**src/rtl/xlate_pkg.sv**
```systemverilog
package xlate_pkg;

  typedef enum logic {
    DIR_READ  = 1'b0,
    DIR_WRITE = 1'b1
  } dir_e;

  // Access right test for one table entry
  function automatic logic perm_ok(input logic is_wr, input logic rd_en, input logic wr_en);
    return is_wr ? wr_en : rd_en;
  endfunction

endpackage

```
**src/rtl/xlate_table.sv**
```systemverilog
module xlate_table #(
  parameter int N_ENT  = 16,
  parameter int DEV_W  = 8,
  parameter int PAGE_W = 20,
  localparam int IDX_W = $clog2(N_ENT)
) (
  input  logic              clk,
  input  logic              rst_n,
  input  logic              cfg_we,
  input  logic [IDX_W-1:0]  cfg_idx,
  input  logic              cfg_valid,
  input  logic [DEV_W-1:0]  cfg_dev,
  input  logic [PAGE_W-1:0] cfg_ipage,
  input  logic [PAGE_W-1:0] cfg_opage,
  input  logic              cfg_rd,
  input  logic              cfg_wr,
  input  logic [DEV_W-1:0]  lk_dev,
  input  logic [PAGE_W-1:0] lk_page,
  output logic              lk_hit,
  output logic [PAGE_W-1:0] lk_opage,
  output logic              lk_rd,
  output logic              lk_wr
);

  logic [N_ENT-1:0]  ent_vld;
  logic [DEV_W-1:0]  ent_dev [N_ENT];
  logic [PAGE_W-1:0] ent_ip  [N_ENT];
  logic [PAGE_W-1:0] ent_op  [N_ENT];
  logic [N_ENT-1:0]  ent_rd;
  logic [N_ENT-1:0]  ent_wr;
  logic [N_ENT-1:0]  match;

  for (genvar g = 0; g < N_ENT; g++) begin : g_ent
    logic load;
    assign load = cfg_we && (cfg_idx == IDX_W'(g));

    always_ff @(posedge clk or negedge rst_n) begin
      if (!rst_n) begin
        ent_vld[g] <= 1'b0;
      end else if (load) begin
        ent_vld[g] <= cfg_valid;
      end
    end

    always_ff @(posedge clk) begin
      if (load) begin
        ent_dev[g] <= cfg_dev;
        ent_ip[g]  <= cfg_ipage;
        ent_op[g]  <= cfg_opage;
        ent_rd[g]  <= cfg_rd;
        ent_wr[g]  <= cfg_wr;
      end
    end

    assign match[g] = ent_vld[g] && (ent_dev[g] == lk_dev) && (ent_ip[g] == lk_page);
  end

  // Priority pick: lowest index wins
  logic [IDX_W-1:0] sel;
  always_comb begin
    lk_hit = 1'b0;
    sel    = '0;
    for (int i = N_ENT - 1; i >= 0; i--) begin
      if (match[i]) begin
        lk_hit = 1'b1;
        sel    = IDX_W'(i);
      end
    end
  end

  assign lk_opage = ent_op[sel];
  assign lk_rd    = ent_rd[sel];
  assign lk_wr    = ent_wr[sel];


  ent_write_chk: assert property (@(posedge clk) disable iff (!rst_n)
    cfg_we |=> ent_vld[$past(cfg_idx)] == $past(cfg_valid));

endmodule

```
**src/rtl/xlate_fault_log.sv**
```systemverilog
module xlate_fault_log #(
  parameter int DEV_W  = 8,
  parameter int ADDR_W = 32
) (
  input  logic              clk,
  input  logic              rst_n,
  input  logic              evt,
  input  logic [DEV_W-1:0]  evt_dev,
  input  logic [ADDR_W-1:0] evt_addr,
  input  logic              evt_write,
  input  logic              clr,
  output logic              flt_valid,
  output logic [DEV_W-1:0]  flt_dev,
  output logic [ADDR_W-1:0] flt_addr,
  output logic              flt_write
);

  logic valid_d;
  logic cap_en;

  always_comb begin
    cap_en  = evt && (!flt_valid || clr);
    valid_d = flt_valid;
    if (clr)    valid_d = 1'b0;
    if (cap_en) valid_d = 1'b1;
  end

  always_ff @(posedge clk or negedge rst_n) begin
    if (!rst_n) begin
      flt_valid <= 1'b0;
    end else begin
      flt_valid <= valid_d;
    end
  end

  always_ff @(posedge clk) begin
    if (cap_en) begin
      flt_dev   <= evt_dev;
      flt_addr  <= evt_addr;
      flt_write <= evt_write;
    end
  end


  flt_hold_chk: assert property (@(posedge clk) disable iff (!rst_n)
    flt_valid && !clr |=> flt_valid && $stable(flt_addr) && $stable(flt_dev));


  flt_clr_chk: assert property (@(posedge clk) disable iff (!rst_n)
    clr && !evt |=> !flt_valid);

endmodule

```
**src/rtl/dma_xlate_unit.sv**
```systemverilog
module dma_xlate_unit #(
  parameter int DEV_W  = 8,
  parameter int ADDR_W = 32,
  parameter int DATA_W = 32,
  parameter int OFS_W  = 12,
  parameter int N_ENT  = 16,
  localparam int PAGE_W = ADDR_W - OFS_W,
  localparam int IDX_W  = $clog2(N_ENT)
) (
  input  logic              clk,
  input  logic              rst_n,
  input  logic              req_valid,
  output logic              req_ready,
  input  logic [DEV_W-1:0]  req_dev,
  input  logic [ADDR_W-1:0] req_addr,
  input  logic              req_write,
  input  logic [DATA_W-1:0] req_wdata,
  output logic              rsp_valid,
  output logic              rsp_abort,
  output logic [DATA_W-1:0] rsp_data,
  output logic              mem_en,
  output logic              mem_we,
  output logic [ADDR_W-1:0] mem_addr,
  output logic [DATA_W-1:0] mem_wdata,
  input  logic [DATA_W-1:0] mem_rdata,
  input  logic              cfg_we,
  input  logic [IDX_W-1:0]  cfg_idx,
  input  logic              cfg_valid,
  input  logic [DEV_W-1:0]  cfg_dev,
  input  logic [PAGE_W-1:0] cfg_ipage,
  input  logic [PAGE_W-1:0] cfg_opage,
  input  logic              cfg_rd,
  input  logic              cfg_wr,
  input  logic              cfg_fault_clr,
  output logic              flt_valid,
  output logic [DEV_W-1:0]  flt_dev,
  output logic [ADDR_W-1:0] flt_addr,
  output logic              flt_write
);

  import xlate_pkg::*;

  // Stage 1: accepted request, lookup cycle
  logic              acc;
  logic              s1_vld;
  logic [DEV_W-1:0]  s1_dev;
  logic [ADDR_W-1:0] s1_addr;
  logic              s1_write;
  logic [DATA_W-1:0] s1_wdata;

  assign req_ready = !cfg_we;
  assign acc       = req_valid && req_ready;

  always_ff @(posedge clk or negedge rst_n) begin
    if (!rst_n) begin
      s1_vld <= 1'b0;
    end else begin
      s1_vld <= acc;
    end
  end

  always_ff @(posedge clk) begin
    if (acc) begin
      s1_dev   <= req_dev;
      s1_addr  <= req_addr;
      s1_write <= req_write;
      s1_wdata <= req_wdata;
    end
  end

  logic              lk_hit;
  logic [PAGE_W-1:0] lk_opage;
  logic              lk_rd;
  logic              lk_wr;

  xlate_table #(
    .N_ENT (N_ENT),
    .DEV_W (DEV_W),
    .PAGE_W(PAGE_W)
  ) u_table (
    .clk      (clk),
    .rst_n    (rst_n),
    .cfg_we   (cfg_we),
    .cfg_idx  (cfg_idx),
    .cfg_valid(cfg_valid),
    .cfg_dev  (cfg_dev),
    .cfg_ipage(cfg_ipage),
    .cfg_opage(cfg_opage),
    .cfg_rd   (cfg_rd),
    .cfg_wr   (cfg_wr),
    .lk_dev   (s1_dev),
    .lk_page  (s1_addr[ADDR_W-1:OFS_W]),
    .lk_hit   (lk_hit),
    .lk_opage (lk_opage),
    .lk_rd    (lk_rd),
    .lk_wr    (lk_wr)
  );

  logic allow;
  assign allow = lk_hit && perm_ok(s1_write, lk_rd, lk_wr);

  assign mem_en    = s1_vld && allow;
  assign mem_we    = mem_en && (dir_e'(s1_write) == DIR_WRITE);
  assign mem_addr  = {lk_opage, s1_addr[OFS_W-1:0]};
  assign mem_wdata = s1_wdata;

  xlate_fault_log #(
    .DEV_W (DEV_W),
    .ADDR_W(ADDR_W)
  ) u_fault (
    .clk      (clk),
    .rst_n    (rst_n),
    .evt      (s1_vld && !allow),
    .evt_dev  (s1_dev),
    .evt_addr (s1_addr),
    .evt_write(s1_write),
    .clr      (cfg_fault_clr),
    .flt_valid(flt_valid),
    .flt_dev  (flt_dev),
    .flt_addr (flt_addr),
    .flt_write(flt_write)
  );

  // Stage 2: response
  logic s2_vld;
  logic s2_allow;
  logic s2_write;

  always_ff @(posedge clk or negedge rst_n) begin
    if (!rst_n) begin
      s2_vld <= 1'b0;
    end else begin
      s2_vld <= s1_vld;
    end
  end

  always_ff @(posedge clk) begin
    if (s1_vld) begin
      s2_allow <= allow;
      s2_write <= s1_write;
    end
  end

  assign rsp_valid = s2_vld;
  assign rsp_abort = !s2_allow;
  assign rsp_data  = !s2_allow ? '1 : (s2_write ? '0 : mem_rdata);


  deny_no_mem_chk: assert property (@(posedge clk) disable iff (!rst_n)
    rsp_valid && rsp_abort |-> !$past(mem_en));


  rsp_order_chk: assert property (@(posedge clk) disable iff (!rst_n)
    rsp_valid |-> $past(req_valid && req_ready, 2));


  offset_keep_chk: assert property (@(posedge clk) disable iff (!rst_n)
    mem_en |-> mem_addr[OFS_W-1:0] == $past(req_addr[OFS_W-1:0]));


  reset_quiet_chk: assert property (@(posedge clk)
    !rst_n |-> !rsp_valid && !mem_en && !flt_valid);

endmodule

```
**config.mk**
```make
export PLATFORM = sky130hd
export DESIGN_NAME = dma_xlate_unit
export DESIGN_NICKNAME = d
export VERILOG_FILES = /design/src/rtl/xlate_pkg.sv /design/src/rtl/xlate_table.sv /design/src/rtl/xlate_fault_log.sv /design/src/rtl/dma_xlate_unit.sv
export SDC_FILE = /design/constraint.sdc
export NUM_CORES = 1
export LEC_CHECK = 0
export ABC_AREA = 0
export CAP_MARGIN = 20
export CORE_ASPECT_RATIO = 0.5
export CORE_MARGIN = 3
export CORE_UTILIZATION = 60
export CTS_CLUSTER_DIAMETER = 30
export DETAILED_ROUTE_END_ITERATION = 6
export DONT_BUFFER_PORTS = 1
export PLACE_DENSITY = 0.76
export SLEW_MARGIN = 10
export SYNTH_ARGS = -nofsm -noshare
export SYNTH_HDL_FRONTEND = slang
export SYNTH_HIERARCHICAL = 1
export SYNTH_SLANG_ARGS = --single-unit
```
**constraint.sdc**
```tcl
create_clock -name clk -period 5.7 [get_ports clk]
set_input_delay 1.14 -clock clk [delete_from_list [all_inputs] [get_ports clk]]
set_output_delay 1.14 -clock clk [all_outputs]
set_load 0.01 [all_outputs]
```
Word-level counts from Yosys, hierarchy flattened

Memories as Yosys holds them, arrays and structs flattened.
Cells that the tools add are included.

Bits in writable memories: 768
Word-level logic and storage cells: 425
Output and inout bits: 143
Memories: 3
Bits in registers: 167
Input bits: 165

Reduce and logical (&&, ||, !) cells: 106
Order comparisons: 1
Muxes and demuxes: 208
Eq/ne operators: 47

Memories:

| memory          | words | bits a word | read ports | clocked after Yosys merged registers in | write ports | line              | text |
|---|---|---|---|---|---|---|---|
| u_table.ent_ip  | 16    | 20          | 16         | 0                                       | 1           | xlate_table.sv:27 | `logic [PAGE_W-1:0] ent_ip [N_ENT];` |
| u_table.ent_op  | 16    | 20          | 1          | 0                                       | 1           | xlate_table.sv:28 | `logic [PAGE_W-1:0] ent_op [N_ENT];` |
| u_table.ent_dev | 16    | 8           | 16         | 0                                       | 1           | xlate_table.sv:26 | `logic [DEV_W-1:0] ent_dev [N_ENT];` |

Operators by type and width:

| kind                                                                  | count |
|---|---|
| 20-bit two-way mux                                                    | 30 |
| 20-bit OR reduction                                                   | 30 |
| 20-bit equality test                                                  | 16 |
| 4-bit two-way mux                                                     | 61 |
| 8-bit equality test                                                   | 16 |
| 8-bit two-way mux                                                     | 15 |
| 8-bit OR reduction                                                    | 15 |
| 1-bit two-way mux                                                     | 98 |
| 32-bit two-way mux                                                    | 2 |
| 1-bit logical AND                                                     | 54 |
| 4-bit equality test, second input constant                            | 8 |
| 4-bit by 3-bit equality test with 1-bit output, second input constant | 4 |
| 1-bit binary-select mux with 4-bit select                             | 2 |
| 4-bit by 2-bit equality test with 1-bit output, second input constant | 2 |
| 4-bit by 5-bit < comparator with 1-bit output, second input constant  | 1 |
| 4-bit by 1-bit equality test with 1-bit output, second input constant | 1 |
| 1-bit logical NOT                                                     | 4 |
| 4-bit logical NOT                                                     | 1 |
| 2-bit nonzero test                                                    | 1 |
| 1-bit logical OR                                                      | 1 |

Logic depth before layout (Yosys ltp)

Gate-level depths: netlist (run 1).

Word-level depth: 27
Gate-level depth with buffers: 18
Gate-level depth less buffers: 14

By module

Netlist (run 1), hierarchy kept.

Modules (own cells, without submodules):

| module          | cells each | area each (um^2) | sequential area each (um^2) | instances |
|---|---|---|---|---|
| xlate_table     | 2,396      | 35,132.4         | 24,423.4                    | 1 |
| dma_xlate_unit  | 170        | 2,756.4          | 2,302.2                     | 1 |
| xlate_fault_log | 45         | 1,275.0          | 1,256.2                     | 1 |

Worst setup path after synthesis (run 1)

No wires, ideal clock.

Kind: input port to flip-flop
From: in cfg_idx[2]
To: reg u_table.ent_vld[0]
Setup time: 0.082 ns
Stages on the path: 3
Path slack: -0.119 ns
Data required time: 5.618 ns
Arrival time: 5.737 ns
Cell sequence: or3b_2 nor3_1 mux2_2

Cells in the longest elaborated chain, start to end: 2

Ends and longest elaborated chain:

| element                         | line                 | text |
|---|---|---|
| from (decl)                     | dma_xlate_unit.sv:27 | `input logic [IDX_W-1:0] cfg_idx,` |
| 4-bit logical NOT               | xlate_table.sv:35    | `assign load = cfg_we && (cfg_idx == IDX_W'(g));` |
| 1-bit logical AND               | xlate_table.sv:35    |  |
| net u_table.g_ent[0].load       | xlate_table.sv:34    | `logic load;` |
| to (signal, indexed assignment) | xlate_table.sv:41    | `ent_vld[g] <= cfg_valid;` |
| to (decl)                       | xlate_table.sv:25    | `logic [N_ENT-1:0] ent_vld;` |

The timed path passes the listed nets, and every way through them passes these cells.
A chain may end at the register's enable or synchronous reset.

Worst setup path after layout (run 1)

From: reg s1_addr[30]
To: out mem_en

Cells in the longest elaborated chain, start to end: 23
Elaborated cells between the ends (all ways): 71
Those cells by class: 16 x eq/ne; 37 x mux; 18 x reduce/logical

Ends and longest elaborated chain:

| element                                       | line                  | text |
|---|---|---|
| from (decl)                                   | dma_xlate_unit.sv:47  | `logic [ADDR_W-1:0] s1_addr;` |
| from (signal assigned)                        | dma_xlate_unit.sv:65  | `s1_addr <= req_addr;` |
| 20-bit equality test                          | xlate_table.sv:55     | `assign match[g] = ent_vld[g] && (ent_dev[g] == lk_dev) && (ent_ip[g] == lk_page);` |
| 1-bit logical AND                             | xlate_table.sv:55     |  |
| 4-bit two-way mux (15 in series)              | xlate_table.sv:64     | `if (match[i]) begin` |
| 4-bit two-way mux (*)                         | xlate_table.sv:64     |  |
| 1-bit binary-select mux with 4-bit select (*) | xlate_table.sv:72     | `assign lk_rd = ent_rd[sel];` |
| 1-bit two-way mux (not written as such) (*)   | xlate_table.sv:72     |  |
| net lk_rd                                     | dma_xlate_unit.sv:73  | `logic lk_rd;` |
| 1-bit two-way mux (*)                         | xlate_pkg.sv:10       | `return is_wr ? wr_en : rd_en;` |
| 1-bit logical AND (*)                         | dma_xlate_unit.sv:100 | `assign allow = lk_hit && perm_ok(s1_write, lk_rd, lk_wr);` |
| 1-bit logical AND (*)                         | dma_xlate_unit.sv:102 | `assign mem_en = s1_vld && allow;` |
| to (decl)                                     | dma_xlate_unit.sv:21  | `output logic mem_en,` |

Mark *: on every way through the listed nets, which the timed path passes. The rest lies on a longest branch. The select of a mux whose other input is x is not followed.

==> summary.txt, run 1 <==
Outcome
  – Status: complete, but fails checks
  – Failing checks: setup timing

Hold path
  – Worst Hold Class: primary input to asynchronous set/reset pin

Synthesis
  – Number of synthesized flops with an enable pin: 916
  – Post-Syn Instances: around 2600
  – Seq cells post-synth: 935
  – Synth unique cells: 72
  – Sequential cell area fraction in the yosys report: 71.4%
  – Dominant cell type by area after synthesis: edfxtp_1
  – Count leader, synth: edfxtp_1
  – Synth top cells by count: edfxtp_1 (916), xnor2_1 (315), nand2_1 (289), nand4_1 (133), nor4_1 (129)
  – Post-synthesis instance area: approximately 0.039 mm²
  – Post-synth top area share: between 70% and 80%
  – Synth async-reset ratio: 2.03%
  – Syn avg cell area: ~15 µm²
  – Yosys warning count: 6
  – Largest cells by area after synthesis: edfxtp_1 (70%), xnor2_1 (7.0%), xor2_1 (2.8%), nand2_1 (2.8%), nand4_1 (2.1%)
  – Synth Flop Type: edfxtp_1
  – Post-Synthesis Net Count: 2776

STA
  – Worst slew pin tran: between 1 and 1.5 ns
  – Setup TNS: -1.66 ns
  – Minimum clock period: between 5 and 6 ns
  – Final hold violation count: 0
  – Worst slew margin: 22.2%
  – Tcrit/Tclk final: 104%
  – FMAX: 0.169 GHz
  – Setup ws final: -0.215 ns
  – Max Slew Vio Count: 0
  – Worst Skew: 0.0271 ns
  – RSZ-0062 raised after global routing: yes
  – Final setup vio count: 21

Power
  – Comb pwr share: 5.3%
  – Overall power: 16200 µW
  – Max VDD drop: ~0.27 mV
  – Reg power frac: 48.7%
  – Pwr/cell area: roughly 350 mW/mm²
  – Clock network power share: between 40% and 50%
  – Switch share: 23.4%
  – Leak: 0.0157 µW
  – Sw power: about 3800 µW
  – Power Internal: 12400 µW

Routing
  – WL per Instance: slightly above 30 µm
  – Vias/cell: 6.69
  – Post-Route WL: ~120000 µm
  – Via count: 25300
  – 1st-pass router iterations: 5
  – DRT iter0 DRCs: 3657
  – DRC Markers: 0
  – ANT nets after route: 0

Placed design
  – # port buffers: 0
  – GPL Wtd Cong: 0.918
  – Final HPWL DP: 66000 µm
  – Dpl cell area: 0.0408 mm²

CTS
  – H-tree levels: 3
  – CTS max path bufs: 3
  – Clk sink count: about 940
  – Worst skew pair latency: 0.71 ns
  – Num CTS Buffers: 116
  – Clock slew at reported path FFs: approximately 0.07 ns
  – Root buf cell: clkbuf_16
  – CTS tree: yes

Die
  – Rows: 65
  – Initial Utilization: 61.4%
  – Core ar.: roughly 0.064 mm²
  – Die H: 187 µm
  – IO Pins: between 300 and 400
  – Full die area: 0.0686 mm²
  – Die Span X: 367 µm

Setup path
  – Critical Path AT: 4.77 ns
  – Crit start category: register
  – Crit path from: s1_addr[30]
  – Crit Path Category: register to output pin
  – Worst-path maximum fanout: 4
  – FF-to-FF Start: s1_addr[30]
  – CP endpoint kind: output pin
  – Worst endpoint required time: between 4 and 5 ns

Global routing
  – Number of global-route vias before repair: about 25000
  – Met2 global-route usage: 52.6%
  – Total GRT Usage: 33.5%
  – GRT overflow: 0
  – Largest net degree at the start of global routing: 67
  – Initial antenna violation count: 9
  – First-pass GRT wire length: between 150000 and 200000 µm
  – GRT busiest layer: met2
  – GR Util met1: 43.9%
  – GRT met3 Usage: about 8.7%

Finish
  – Filler cells: 3700
  – Layout Area Growth over Synthesis: 19.0%
  – Finished Cell Area: 0.0466 mm²
  – Nets: 2959
  – Share of cells above drive strength 1: 21.7%

Run
  – MaxCap Viol Count: 0
## worst max-delay path, stage by stage, from the launching register on
cell and delay [ns]:
edfxtp_1 0.54, xor2_2 0.22, or4_4 0.56, nor4b_4 0.29, buf_4 0.20, a2111oi_4 0.09, o311ai_4 0.30, a311oi_4 0.14
buf_6 0.17, nor2_4 0.16, buf_12 0.14, mux2_4 0.30, a21o_1 0.17, a221oi_2 0.23, nand2_1 0.14, mux2i_4 0.24
nor2_2 0.05, buf_4 0.14
## stage by stage
step	cells	setup WS [ns]	util, %	hold WS [ns]
2_1_floorplan	2611	0.182	-	0.421
3_3_place_gp	3463	-0.0269	63.9	0.455
3_5_place_dp	3463	-0.0693	63.9	0.465
4_1_cts	3752	-0.104	72.4	0.117
5_1_grt	3772	-0.316	73.1	0.109
6_report	3773	-0.215	73.1	0.126
## layout by cell type, fill, tap and decap left out, types with 23 or more instances in the layout
| cell type | Yosys | routed |
|---|---|---|
| a211oi_1 | 23 | 23 |
| o21ai_0 | 54 | 54 |
| a221oi_2 | 21 | 23 |
| xnor2_1 | 315 | 281 |
| clkinv_2 | 0 | 23 |
| xnor2_2 | 2 | 31 |
| nand4_1 | 133 | 133 |
| edfxtp_1 | 916 | 916 |
| xor2_1 | 124 | 122 |
| nor3_1 | 32 | 26 |
| buf_12 | 0 | 32 |
| buf_4 | 26 | 142 |
| nand2_1 | 289 | 273 |
| nand3_1 | 91 | 89 |
| inv_1 | 45 | 45 |
| clkbuf_16 | 0 | 119 |
| nor4_1 | 129 | 117 |
## kinds of logic after synthesis
kind of cell           share of synthesized area, %
flip-flops                                     71.4
AND/OR/NAND/NOR                                10.9
XOR/XNOR                                       9.90
AO/OA/AOI/OAI                                  3.90
buffers and inverters                          2.55
multiplexers                                   1.28
## state kept, by name, indices dropped and copies added, names as in the netlist, 16 cells and up
register          cells
u_table/ent_ip      320
u_table/ent_op      320
u_table/ent_dev     128
mem_wdata            32
s1_addr              32
u_fault/flt_addr     32
u_table/ent_rd       16
u_table/ent_vld      16
u_table/ent_wr       16
## power by group through the flow
stage          sequential [µW]  combinational [µW]  clock [µW]
5_1_grt                   7900                 888        7780
4_1_cts                   7890                 819        7410
6_report                  7890                 861        7430
3_3_place_gp              8020                 708           0
3_5_place_dp              8030                 722           0
2_1_floorplan             7990                 512           0
## final timing paths
check	to	depth (start not counted)	slack, ns
setup / recovery	mem_en	17	-0.21
hold / removal	u_table/ent_vld[11]	0	0.13
setup reg to reg	u_fault/flt_addr[9]	19	0.74
hold reg to reg	u_fault/flt_addr[29]	0	0.46
max in group asynchronous	u_table/ent_vld[13]	0	5.47
min in group clk	u_fault/flt_addr[29]	0	0.46
## repair_timing
action,CTS,global route
gates cloned,5,2
setup buffers,65,14
hold buffers,0,0
resized for setup,137,64
setup endpoints to repair,22,22
pin swaps,39,40
## area by class of cell
class	instances	area, µm²	share of cell area [%]
Inverter	46	173	0.371
Tap cell	871	1090	2.34
Sequential cell	935	28000	60.0
Timing Repair Buffer	213	2330	5.00
Multi-Input combinational cell	1482	11100	23.8
Clock buffer	123	2980	6.40
Clock inverter	98	960	2.06
Antenna cell	5	12.5	0.0268
## per-layer routing
metal | routed length [µm] | vias to the layer above | part of all wire (%)
met3 | 14800 | 427 | 13
li1 | - | 10300 | -
met1 | 41200 | 12600 | 35
met2 | 54600 | 1985 | 47
met5 | 0 | - | 0
met4 | 6640 | 0 | 5.7
(Power assumes the default switching activity.)
==> run 2, diff against run 1 <==
- CORE_UTILIZATION: 60 -> 53
- PLACE_DENSITY: 0.76 -> 0.68
==> run 2 against run 1 <==
The flow still finishes with violations (setup timing). Sequential power barely moved. Register-to-register slack improved by 0.09 ns. Critical path depth is the same. Via count fell by 2.2%. Core utilization shrank 8.0 points. Total power is 3.6% higher. Non-clock buffer count fell by 9. Sequential share of layout area decreased by 0.39 points. Die area is 13% higher. Worst hold slack improved by 0.0077 ns. Sequential cell count did not move. Clock power is 8.1% higher. Critical path type unchanged. Critical endpoint unchanged.
==> summary.txt, run 2 (same netlist as run 1, synthesis figures left out) <==
Routing
  – DRT iter0 DRCs: 3567
  – ANT nets after route: 0
  – DRC Markers: 0
  – WL per Instance: 30.3 µm
  – Vias/cell: 6.40
  – 1st-pass router iterations: 6
  – Via count: 24700
  – Post-Route WL: between 100000 and 150000 µm

STA
  – Worst Skew: 0.0268 ns
  – RSZ-0062 raised after global routing: yes
  – Worst slew pin tran: between 1 and 1.5 ns
  – Final hold violation count: 0
  – Max Slew Vio Count: 0
  – FMAX: 0.172 GHz
  – Minimum clock period: 5.82 ns
  – Tcrit/Tclk final: 102%
  – Setup ws final: -0.120 ns
  – Worst slew margin: between 20% and 30%
  – Final setup vio count: 9

Hold path
  – Worst Hold Class: primary input to asynchronous set/reset pin

Finish
  – Multi-input gate area: 0.0111 mm²
  – Filler cells: slightly below 5000
  – Nets: slightly below 3000
  – Reg area: 0.0280 mm²
  – Top flop regs: u_table/ent_ip: 320 flops, u_table/ent_op: 320 flops, u_table/ent_dev: 128 flops
  – Non-filler cells, final: slightly below 4000
  – Commonest non-fill, non-tap cell in the layout: edfxtp_1
  – Share of cells above drive strength 1: 21.3%
  – Most frequent cells in the layout: edfxtp_1 (916), nand2_1 (284), xnor2_1 (283)
  – Layout Area Growth over Synthesis: 19.8%

Setup path
  – CP endpoint kind: output pin
  – Crit path from: s1_addr[15]
  – Critical Path AT: around 4.7 ns
  – Crit start category: register
  – Crit Path Category: register to output pin
  – Worst-path maximum fanout: 5
  – FF-to-FF Start: s1_addr[15]
  – Worst endpoint required time: 4.56 ns

Global routing
  – Number of global-route vias before repair: 23200
  – First-pass GRT wire length: 164000 µm
  – Total GRT Usage: 29.7%
  – GRT overflow: 0
  – Initial antenna violation count: 9
  – Largest net degree at the start of global routing: 57

Placed design
  – Pre-CTS setup slack: -0.0685 ns
  – # port buffers: 0
  – Final HPWL DP: 67100 µm
  – GPL Wtd Cong: 0.906
  – Placed Cells incl. Taps: approximately 3500

Die
  – Die H: 198 µm
  – Full die area: 0.0774 mm²
  – Core ar.: ~0.07 mm²
  – Initial Utilization: roughly 54%
  – Rows: 69
  – IO Pins: 308
  – Die Span X: 390 µm

CTS
  – Root buf cell: clkbuf_16
  – H-tree levels: 3
  – Clock slew at reported path FFs: 0.06 ns
  – CTS tree: yes
  – Hold Buf Count CTS: 0
  – Worst skew pair latency: 0.70 ns
  – Clk sink count: between 900 and 1000
  – CTS max path bufs: 3
  – Num CTS Buffers: approximately 120

Outcome
  – Failing checks: setup timing
  – Status: complete, but fails checks

Run
  – MaxCap Viol Count: 0

Power
  – Pwr/cell area: ~360 mW/mm²
  – Max VDD drop: 0.263 mV
  – Leak: 0.0157 µW
run 2: cell types whose count changed in the layout (fill, tap and decap cells not counted), sizes merged, moves of 2 or more:
| cell | delta |
|---|---|
| buf | -10 |
| clkinvlp | -5 |
| clkbuf | +16 |
| bufinv | +9 |
| clkinv | -8 |
| bufbuf | -2 |
run 2: where the power goes:
group	total [µW]	switching (µW)	internal [µW]
registers	7890	123	7770
logic	851	516	335
clock network	8030	3090	4940
total	16800	3730	13000
run 2: path summary, 6_finish.rpt:
path / to / depth (start not counted) / slack, ns
max: mem_en / 17 / -0.12
min: u_table/ent_vld[9] / 0 / 0.13
max reg2reg: u_fault/flt_addr[18] / 19 / 0.83
min reg2reg: rsp_valid / 0 / 0.51
max in group asynchronous: u_table/ent_vld[13] / 0 / 5.45
min in group clk: rsp_valid / 0 / 0.51
run 2: timing repair:
action / 4_1_cts / 5_1_grt
cloned: 3 / 4
resized for setup: 117 / 71
buffers inserted: 46 / 33
setup endpoints to repair: 22 / 22
pin swaps: 30 / 18
run 2: final cells by class:
class | count | area share, %
Sequential cell | 935 | 59.7
Multi-Input combinational cell | 1484 | 23.7
Clock buffer | 136 | 6.86
Timing Repair Buffer | 204 | 4.52
Tap cell | 958 | 2.56
Clock inverter | 93 | 2.34
Inverter | 46 | 0.368
Antenna cell | 4 | 0.0213
run 2: through the flow:
stage / utilization (%) / power, µW / TNS [ns] / area, µm² / hold WS [ns]
3_3_place_gp: 56.6 / 8740 / -0.0284 / 40800 / 0.466
6_report: 65.1 / 16800 / -0.530 / 46900 / 0.134
2_1_floorplan: - / 8500 / 0 / 39200 / 0.421
3_5_place_dp: 56.6 / 8750 / -0.167 / 40800 / 0.478
5_1_grt: 65.1 / 17200 / -2.99 / 46900 / 0.107
4_1_cts: 64.1 / 16800 / -0.375 / 46200 / 0.0877
run 2: layer usage:
layer / vias up / wire [µm] / track usage (%)
met1: 12400 / 46000 / 41.2
met2: 1710 / 53200 / 46.1
met4: 2 / 4820 / 11.7
met3: 318 / 12900 / 6.61
met5: - / 13 / 0
li1: 10300 / - / -
run 2: worst max-delay path, stage by stage (launching register included):
cell and delay (ns):
edfxtp_1 0.39, buf_4 0.19, xnor2_1 0.24, nand4_1 0.16, or4_4 0.57, o311ai_4 0.34, o311ai_4 0.18, a311oi_4 0.32
buf_6 0.17, nor2_4 0.05, buf_8 0.15, mux2_4 0.29, a21o_1 0.17, a221oi_2 0.18, nand2_1 0.14, mux2i_4 0.21
nor2_1 0.06, buf_4 0.14
